--- config.mk ---
export PLATFORM = sky130hd
export DESIGN_NAME = row_write_seq
export DESIGN_NICKNAME = d
export VERILOG_FILES = /design/src/rtl/rws_pkg.sv /design/src/rtl/rws_latch.sv /design/src/rtl/rws_ctrl.sv /design/src/rtl/rws_array.sv /design/src/rtl/row_write_seq.sv
export SDC_FILE = /design/constraint.sdc
export NUM_CORES = 2
export LEC_CHECK = 0
export CAP_MARGIN = 25
export CORE_MARGIN = 5
export CORE_UTILIZATION = 45
export DETAILED_ROUTE_END_ITERATION = 8
export DONT_BUFFER_PORTS = 1
export HOLD_SLACK_MARGIN = 0.12
export PLACE_DENSITY = 0.66
export SLEW_MARGIN = 20
export SYNTH_ARGS = -nofsm -noshare
export SYNTH_HDL_FRONTEND = slang
export SYNTH_HIERARCHICAL = 1
export SYNTH_SLANG_ARGS = --single-unit
export TNS_END_PERCENT = 100
--- constraint.sdc ---
create_clock -name clk -period 7.5 [get_ports clk]
set_input_delay 1.5 -clock clk [delete_from_list [all_inputs] [get_ports clk]]
set_output_delay 1.5 -clock clk [all_outputs]
set_load 0.05 [all_outputs]
--- src/rtl/rws_pkg.sv ---
package rws_pkg;
  localparam int WORD_W    = 14;
  localparam int ADDR_W    = 14;
  localparam int ROW_WORDS = 8;
  localparam int IDX_W     = $clog2(ROW_WORDS);
  localparam int LAT_W     = WORD_W * ROW_WORDS;

  localparam logic [WORD_W-1:0] ERASED_WORD = '1;
  localparam logic [ADDR_W-1:0] TEST_BASE   = 14'h2000;
  localparam logic [ADDR_W-1:0] CFG_ADDR    = 14'h2007;

  typedef enum logic [1:0] {
    ST_IDLE,
    ST_ERASE,
    ST_PROG,
    ST_PONLY
  } seq_state_e;

  typedef enum logic [1:0] {
    OP_NONE,
    OP_ERASE,
    OP_WRITE,
    OP_MERGE
  } row_op_e;

  function automatic logic [WORD_W-1:0] next_word(row_op_e op,
                                                   logic [WORD_W-1:0] old_w,
                                                   logic [WORD_W-1:0] new_w);
    case (op)
      OP_ERASE: return ERASED_WORD;
      OP_WRITE: return new_w;
      OP_MERGE: return old_w & new_w;
      default:  return old_w;
    endcase
  endfunction
endpackage

--- src/rtl/rws_latch.sv ---
module rws_latch
  import rws_pkg::*;
(
  input  logic             clk,
  input  logic             rst_n,
  input  logic             wr_en,
  input  logic [IDX_W-1:0] wr_idx,
  input  logic [WORD_W-1:0] wr_data,
  input  logic             clr,
  output logic             full,
  output logic [LAT_W-1:0] data_flat
);
  logic [ROW_WORDS-1:0] filled;

  for (genvar gi = 0; gi < ROW_WORDS; gi++) begin : g_entry
    logic hit;
    assign hit = wr_en && (wr_idx == IDX_W'(gi));

    always_ff @(posedge clk or negedge rst_n) begin
      if (!rst_n) begin
        data_flat[gi*WORD_W +: WORD_W] <= ERASED_WORD;
        filled[gi] <= 1'b0;
      end else if (clr) begin
        filled[gi] <= 1'b0;
      end else if (hit) begin
        data_flat[gi*WORD_W +: WORD_W] <= wr_data;
        filled[gi] <= 1'b1;
      end
    end
  end

  assign full = &filled;
endmodule

--- src/rtl/rws_ctrl.sv ---
module rws_ctrl
  import rws_pkg::*;
#(
  parameter int ERASE_CYC = 12,
  parameter int PROG_CYC  = 20
) (
  input  logic              clk,
  input  logic              rst_n,
  input  logic              cmd_ep,
  input  logic              cmd_po,
  input  logic              cmd_end,
  input  logic              lat_full,
  input  logic [ADDR_W-1:0] cur_addr,
  output logic              busy,
  output logic              prog_only,
  output logic              start_acc,
  output row_op_e           op,
  output logic [ADDR_W-1:0] op_addr
);
  localparam int CNT_MAX = (ERASE_CYC > PROG_CYC) ? ERASE_CYC : PROG_CYC;
  localparam int CNT_W   = $clog2(CNT_MAX + 1);

  seq_state_e        state;
  logic [CNT_W-1:0]  cnt;
  logic [ADDR_W-1:0] addr_q;
  logic              start_ep, start_po, cnt_zero;

  assign start_ep  = (state == ST_IDLE) && cmd_ep && lat_full;
  assign start_po  = (state == ST_IDLE) && !cmd_ep && cmd_po && lat_full;
  assign start_acc = start_ep || start_po;
  assign cnt_zero  = (cnt == '0);

  always_ff @(posedge clk or negedge rst_n) begin
    if (!rst_n) begin
      state  <= ST_IDLE;
      cnt    <= '0;
      addr_q <= '0;
    end else begin
      case (state)
        ST_IDLE: begin
          if (start_ep) begin
            state  <= ST_ERASE;
            cnt    <= CNT_W'(ERASE_CYC - 1);
            addr_q <= cur_addr;
          end else if (start_po) begin
            state  <= ST_PONLY;
            addr_q <= cur_addr;
          end
        end
        ST_ERASE: begin
          if (cnt_zero) begin
            state <= ST_PROG;
            cnt   <= CNT_W'(PROG_CYC - 1);
          end else begin
            cnt <= cnt - 1'b1;
          end
        end
        ST_PROG: begin
          if (cnt_zero) state <= ST_IDLE;
          else          cnt   <= cnt - 1'b1;
        end
        ST_PONLY: begin
          if (cmd_end) state <= ST_IDLE;
        end
        default: state <= ST_IDLE;
      endcase
    end
  end

  always_comb begin
    op = OP_NONE;
    case (state)
      ST_ERASE: if (cnt_zero) op = OP_ERASE;
      ST_PROG:  if (cnt_zero) op = OP_WRITE;
      ST_PONLY: if (cmd_end)  op = OP_MERGE;
      default:  op = OP_NONE;
    endcase
  end

  assign busy      = (state != ST_IDLE);
  assign prog_only = (state == ST_PONLY);
  assign op_addr   = addr_q;
endmodule

--- src/rtl/rws_array.sv ---
module rws_array
  import rws_pkg::*;
#(
  parameter int USER_WORDS = 64,
  parameter int TEST_WORDS = 32
) (
  input  logic              clk,
  input  logic              rst_n,
  input  row_op_e           op,
  input  logic [ADDR_W-1:0] op_addr,
  input  logic [LAT_W-1:0]  lat_flat,
  input  logic [ADDR_W-1:0] rd_addr,
  output logic [WORD_W-1:0] rd_data
);
  localparam logic [ADDR_W-1:0] USER_END = ADDR_W'(USER_WORDS);
  localparam logic [ADDR_W-1:0] TEST_END = TEST_BASE + ADDR_W'(TEST_WORDS);

  logic [WORD_W-1:0] user_mem [USER_WORDS];
  logic [WORD_W-1:0] test_mem [TEST_WORDS];
  logic user_hit, test_hit, cfg_exact;

  assign user_hit  = (op != OP_NONE) && (op_addr < USER_END);
  assign test_hit  = (op != OP_NONE) && (op_addr >= TEST_BASE) && (op_addr < TEST_END);
  assign cfg_exact = (op_addr == CFG_ADDR);

  for (genvar gi = 0; gi < USER_WORDS; gi++) begin : g_user
    localparam logic [ADDR_W-1:0] WA = ADDR_W'(gi);
    logic sel;
    assign sel = user_hit && (op_addr[ADDR_W-1:IDX_W] == WA[ADDR_W-1:IDX_W]);
    always_ff @(posedge clk or negedge rst_n) begin
      if (!rst_n)   user_mem[gi] <= ERASED_WORD;
      else if (sel) user_mem[gi] <= next_word(op, user_mem[gi],
                                     lat_flat[(gi % ROW_WORDS)*WORD_W +: WORD_W]);
    end
  end

  for (genvar gi = 0; gi < TEST_WORDS; gi++) begin : g_test
    localparam logic [ADDR_W-1:0] WA = TEST_BASE + ADDR_W'(gi);
    localparam bit IS_CFG = (WA == CFG_ADDR);
    logic sel;
    assign sel = test_hit && (op_addr[ADDR_W-1:IDX_W] == WA[ADDR_W-1:IDX_W])
                 && (!IS_CFG || cfg_exact);
    always_ff @(posedge clk or negedge rst_n) begin
      if (!rst_n)   test_mem[gi] <= ERASED_WORD;
      else if (sel) test_mem[gi] <= next_word(op, test_mem[gi],
                                     lat_flat[(gi % ROW_WORDS)*WORD_W +: WORD_W]);
    end
  end

  logic [ADDR_W-1:0] test_off;
  assign test_off = rd_addr - TEST_BASE;

  always_comb begin
    rd_data = '0;
    if (rd_addr < USER_END)
      rd_data = user_mem[rd_addr[$clog2(USER_WORDS)-1:0]];
    else if ((rd_addr >= TEST_BASE) && (rd_addr < TEST_END))
      rd_data = test_mem[test_off[$clog2(TEST_WORDS)-1:0]];
  end
endmodule

--- src/rtl/row_write_seq.sv ---
module row_write_seq
  import rws_pkg::*;
#(
  parameter int USER_WORDS = 64,
  parameter int TEST_WORDS = 32,
  parameter int ERASE_CYC  = 12,
  parameter int PROG_CYC   = 20
) (
  input  logic              clk,
  input  logic              rst_n,
  input  logic [ADDR_W-1:0] cur_addr,
  input  logic              ld_valid,
  output logic              ld_ready,
  input  logic [WORD_W-1:0] ld_data,
  input  logic              cmd_erase_prog,
  input  logic              cmd_prog_only,
  input  logic              cmd_end,
  output logic              busy,
  input  logic [ADDR_W-1:0] rd_addr,
  output logic [WORD_W-1:0] rd_data
);
  logic              lat_full, start_acc, prog_only, ld_fire;
  logic [LAT_W-1:0]  lat_flat;
  logic [ADDR_W-1:0] op_addr;
  row_op_e           op;

  assign ld_ready = !busy && !start_acc;
  assign ld_fire  = ld_valid && ld_ready;

  rws_latch u_latch (
    .clk       (clk),
    .rst_n     (rst_n),
    .wr_en     (ld_fire),
    .wr_idx    (cur_addr[IDX_W-1:0]),
    .wr_data   (ld_data),
    .clr       (start_acc),
    .full      (lat_full),
    .data_flat (lat_flat)
  );

  rws_ctrl #(.ERASE_CYC(ERASE_CYC), .PROG_CYC(PROG_CYC)) u_ctrl (
    .clk       (clk),
    .rst_n     (rst_n),
    .cmd_ep    (cmd_erase_prog),
    .cmd_po    (cmd_prog_only),
    .cmd_end   (cmd_end),
    .lat_full  (lat_full),
    .cur_addr  (cur_addr),
    .busy      (busy),
    .prog_only (prog_only),
    .start_acc (start_acc),
    .op        (op),
    .op_addr   (op_addr)
  );

  rws_array #(.USER_WORDS(USER_WORDS), .TEST_WORDS(TEST_WORDS)) u_array (
    .clk      (clk),
    .rst_n    (rst_n),
    .op       (op),
    .op_addr  (op_addr),
    .lat_flat (lat_flat),
    .rd_addr  (rd_addr),
    .rd_data  (rd_data)
  );
endmodule

==> impl_results.md <==
- Status: complete, but fails checks
- Failing checks: max-slew violations
- Detail Route Antenna Nets: 0
- RSZ-0062 raised after global routing: no
- Finish-stage setup viols: 0
- FFs w/ async S/R, synth: 1.00
- Max stage delay cell, worst path: mux4_2
- Final Slew Violations: 231
- Overflow after GRT: 0
- Worst-Margin Slew: 2.90 ns
- CTS tree: built
- Initial DRC count: 5403
- Max FO, Critical Path: between 400 and 500
- Hold Path Stages: 2
- DR pass1 iterations: 6
- Hold WC Path Type: flip-flop to flip-flop
- FF-to-FF End: u_array/user_mem[202]
- Post-synthesis sequential area ratio: 0.568
- Largest net degree at the start of global routing: 418
- Htree depth: 4
- Synth area leader: dfstp_2
- Cell Area, Synth: 68600 um^2
- Clk sinks: 1485
- Fill count: 13400
- Ranking of synthesized cells by area: dfstp_2 56%, o21ai_0 19%, mux4_2 8.5%, clkbuf_1 3.2%, mux2i_1 3.1%
- Initial antenna violation count: 5
- Leak: ~27 nW
- Hold path start: u_ctrl/op_addr[1]
- Sum of negative setup slack: 0 ns
- Layout cells sized above 1: 0.390
- Finished Layout Cells: 7848
- DIE HEIGHT: 400 um
- Initial Util: 0.452
- Crit path arrival time: 5.71 ns
- PwrDens: approximately 340 nW/um^2
- Top cell type's share of synthesized area: 0.558
- Number of synthesized flops with an enable pin: 0
- Slowest stage delay, CP: roughly 1.5 ns
- Final hold violations: 0
- Port Buf Inserts: 0
- Fin crit period: ~7 ns
- Clk_lat worst skew: between 0.7 and 0.8 ns
- Syn Inst Count: 6067
- Rows: 143
- Num ports: 64
- Area growth, synth to finish: 9.63%
- Synth Warn #: 6
- Wire per inst: 25.9 um
- Worst reg2reg setup slack: between 2 and 3 ns
- Root Buffer: clkbuf_16
- Chip width: 400 um
- # Max-Cap Violations: 0
- Worst path cell trace: mux4_2 > mux4_2 > nand3_1 > nand4_1
- Setup repair bufs after CTS: 0
- Clock skew: 0.0246 ns
- FF-to-FF Start: u_ctrl/cnt[0]
- Max Root-Sink Buffers: 3
- Critical path endpoint category: output pin
- Max VDD drop: 0.188 mV
- Die Area: 160000 um^2
- Core region area: 152000 um^2
- Post-DP HPWL: 113 mm
- Hold_ws: 0.469 ns
- Power Total: 25.9 mW
- Detailed Route WL: slightly above 200 mm
- Max_slew headroom: -0.932
- CP Launch Type: primary input
- Hold buffer count at CTS: 0
- Ys flop type: dfstp_2
- Crit-path most repeated cell: mux4_2
- DR vias/cell: 6.38
- Depth of the most critical reg-to-reg path: 12
- WP data required: 6.00 ns
- Cell count after placement: roughly 7500
- CTS resizes: 0
- Setup Crit Path Kind: primary input to output pin
- Post-route clock period utilization: 0.962
- DRC: 0
- Final nets: 5749
- Sink of the worst hold path: u_ctrl/op_addr[1]
- Vias in the first global route: 48800
- CTS clk-pin slew, worst paths: 0.05 ns
- Routability Congestion: 0.830
- Via count: 50100
- CTS buffer count: 153
- Gr usage total: 0.246
- Fmax: 0.139 GHz
- Synth Net Count: 6122
- First-pass GRT wire length: 308 mm
- Post-synth cell types: 54
- Mean Syn Cell Area: 11.3 um^2
- Seq cells post-synth: 1485
[power by group]
| part | internal, mW | switching [mW] |
|---|---|---|
| Sequential | 11.5 | 2.28 |
| Clock | 4.50 | 3.20 |
| Combinational | 1.96 | 2.45 |
[Yosys cell counts, types with 3 or more instances]
| cell type | number |
|---|---|
| a21boi_0 | 112 |
| ha_1 | 7 |
| buf_2 | 59 |
| nand2b_1 | 9 |
| nor4_1 | 15 |
| a22o_1 | 5 |
| mux2i_1 | 215 |
| o21ai_0 | 2661 |
| nand2_1 | 94 |
| a211oi_1 | 30 |
| buf_6 | 4 |
| nand4_1 | 4 |
| o22ai_1 | 16 |
| mux2_1 | 10 |
| inv_1 | 14 |
| a22oi_1 | 107 |
| o211ai_1 | 8 |
| clkbuf_1 | 577 |
| and2_1 | 3 |
| buf_4 | 33 |
| dfstp_2 | 1456 |
| or3_1 | 4 |
| a221oi_1 | 6 |
| a2111oi_0 | 3 |
| dfrtp_1 | 29 |
| nor2_1 | 11 |
| o21ai_1 | 56 |
| mux4_2 | 260 |
| nand3_1 | 23 |
| nor3_1 | 5 |
| buf_1 | 5 |
| nor2b_1 | 23 |
| a21oi_1 | 60 |
| mux2_2 | 106 |
| a21o_1 | 4 |
| mux2_4 | 9 |
[critical path: cells and delay by family]
kind	cells	cell delay [ns]
and+or+nand+nor	2	0.83
muxes	2	2.06
[cell families after synthesis]
family	Yosys count	synth area share
buffers and inverters	693	0.0415
DFF	1485	0.568
adders and majority gates	7	0.00128
muxes	600	0.138
and+or+nand+nor	209	0.0158
AOI/OAI and AO/OA	3073	0.235
[worst max path at each step]
| stage | start | endpoint | cells past startpoint |
|---|---|---|---|
| 3_3_place_gp | rd_addr[9] | rd_data[9] | 7 |
| 5_1_grt | rd_addr[9] | rd_data[13] | 7 |
| 3_5_place_dp | rd_addr[9] | rd_data[11] | 7 |
| 6_report | rd_addr[1] | rd_data[1] | 4 |
| 2_1_floorplan | rd_addr[0] | rd_data[3] | 9 |
| 4_1_cts | rd_addr[9] | rd_data[11] | 7 |
[layer usage]
layer	routed length (um)	GRT usage	part of all wire	up-vias
li1	-	-	-	21600
met1	84800	0.344	0.42	26000
met2	94300	0.386	0.46	2142
met3	16400	0.0446	0.081	397
met4	7320	0.0944	0.036	0
met5	0	0	0	-
[state kept, by name (all words and copies together), names as in the netlist]
| name | count |
|---|---|
| u_latch/filled | 8 |
| u_ctrl/state | 2 |
| u_ctrl/op_addr | 14 |
| u_array/test_mem | 448 |
| u_latch/data_flat | 112 |
| u_array/user_mem | 896 |
| u_ctrl/cnt | 5 |
[cells in the final DEF (no fill, tap or decap), types with 8 or more instances in the layout]
master	n
o21ai_0	2659
dfstp_2	1456
mux4_2	260
mux2i_1	215
clkbuf_16	160
buf_4	120
a22oi_1	107
mux2_2	106
nand2_1	83
a21oi_1	59
o21ai_1	58
a21boi_0	52
a21boi_1	48
clkbuf_1	43
clkbuf_8	39
a211oi_1	30
dfrtp_1	29
nand3_1	19
clkinv_2	17
nor2b_1	17
buf_16	16
o22ai_1	16
nor4_1	15
inv_1	13
a21boi_2	12
nand2_4	10
mux2_1	10
mux2_4	9
inv_6	8
nand2b_1	8
o211ai_1	8
[cell type report]
class	instances	area (um^2)	share of cell area
well taps	2030	2540	0.0338
clock buffers	242	4700	0.0625
flip-flops and latches	1485	39000	0.519
repair buffers	151	1540	0.0205
diodes	4	10.0	0.000133
multi-input cells	3889	27000	0.359
inverters	14	55.1	0.000732
clock inverters	33	358	0.00476
[metrics by stage]
| stage | cell area (um^2) | utilization | setup slack [ns] |
|---|---|---|---|
| after floorplan | 68600 | - | 2.01 |
| after global placement | 69500 | 0.458 | 1.57 |
| after detailed placement | 69800 | 0.460 | 1.54 |
| after CTS | 74900 | 0.493 | 1.54 |
| after global routing | 75200 | 0.495 | 1.44 |
| final | 75200 | 0.495 | 0.285 |
No activity file was read; power rests on OpenSTA's default activity.
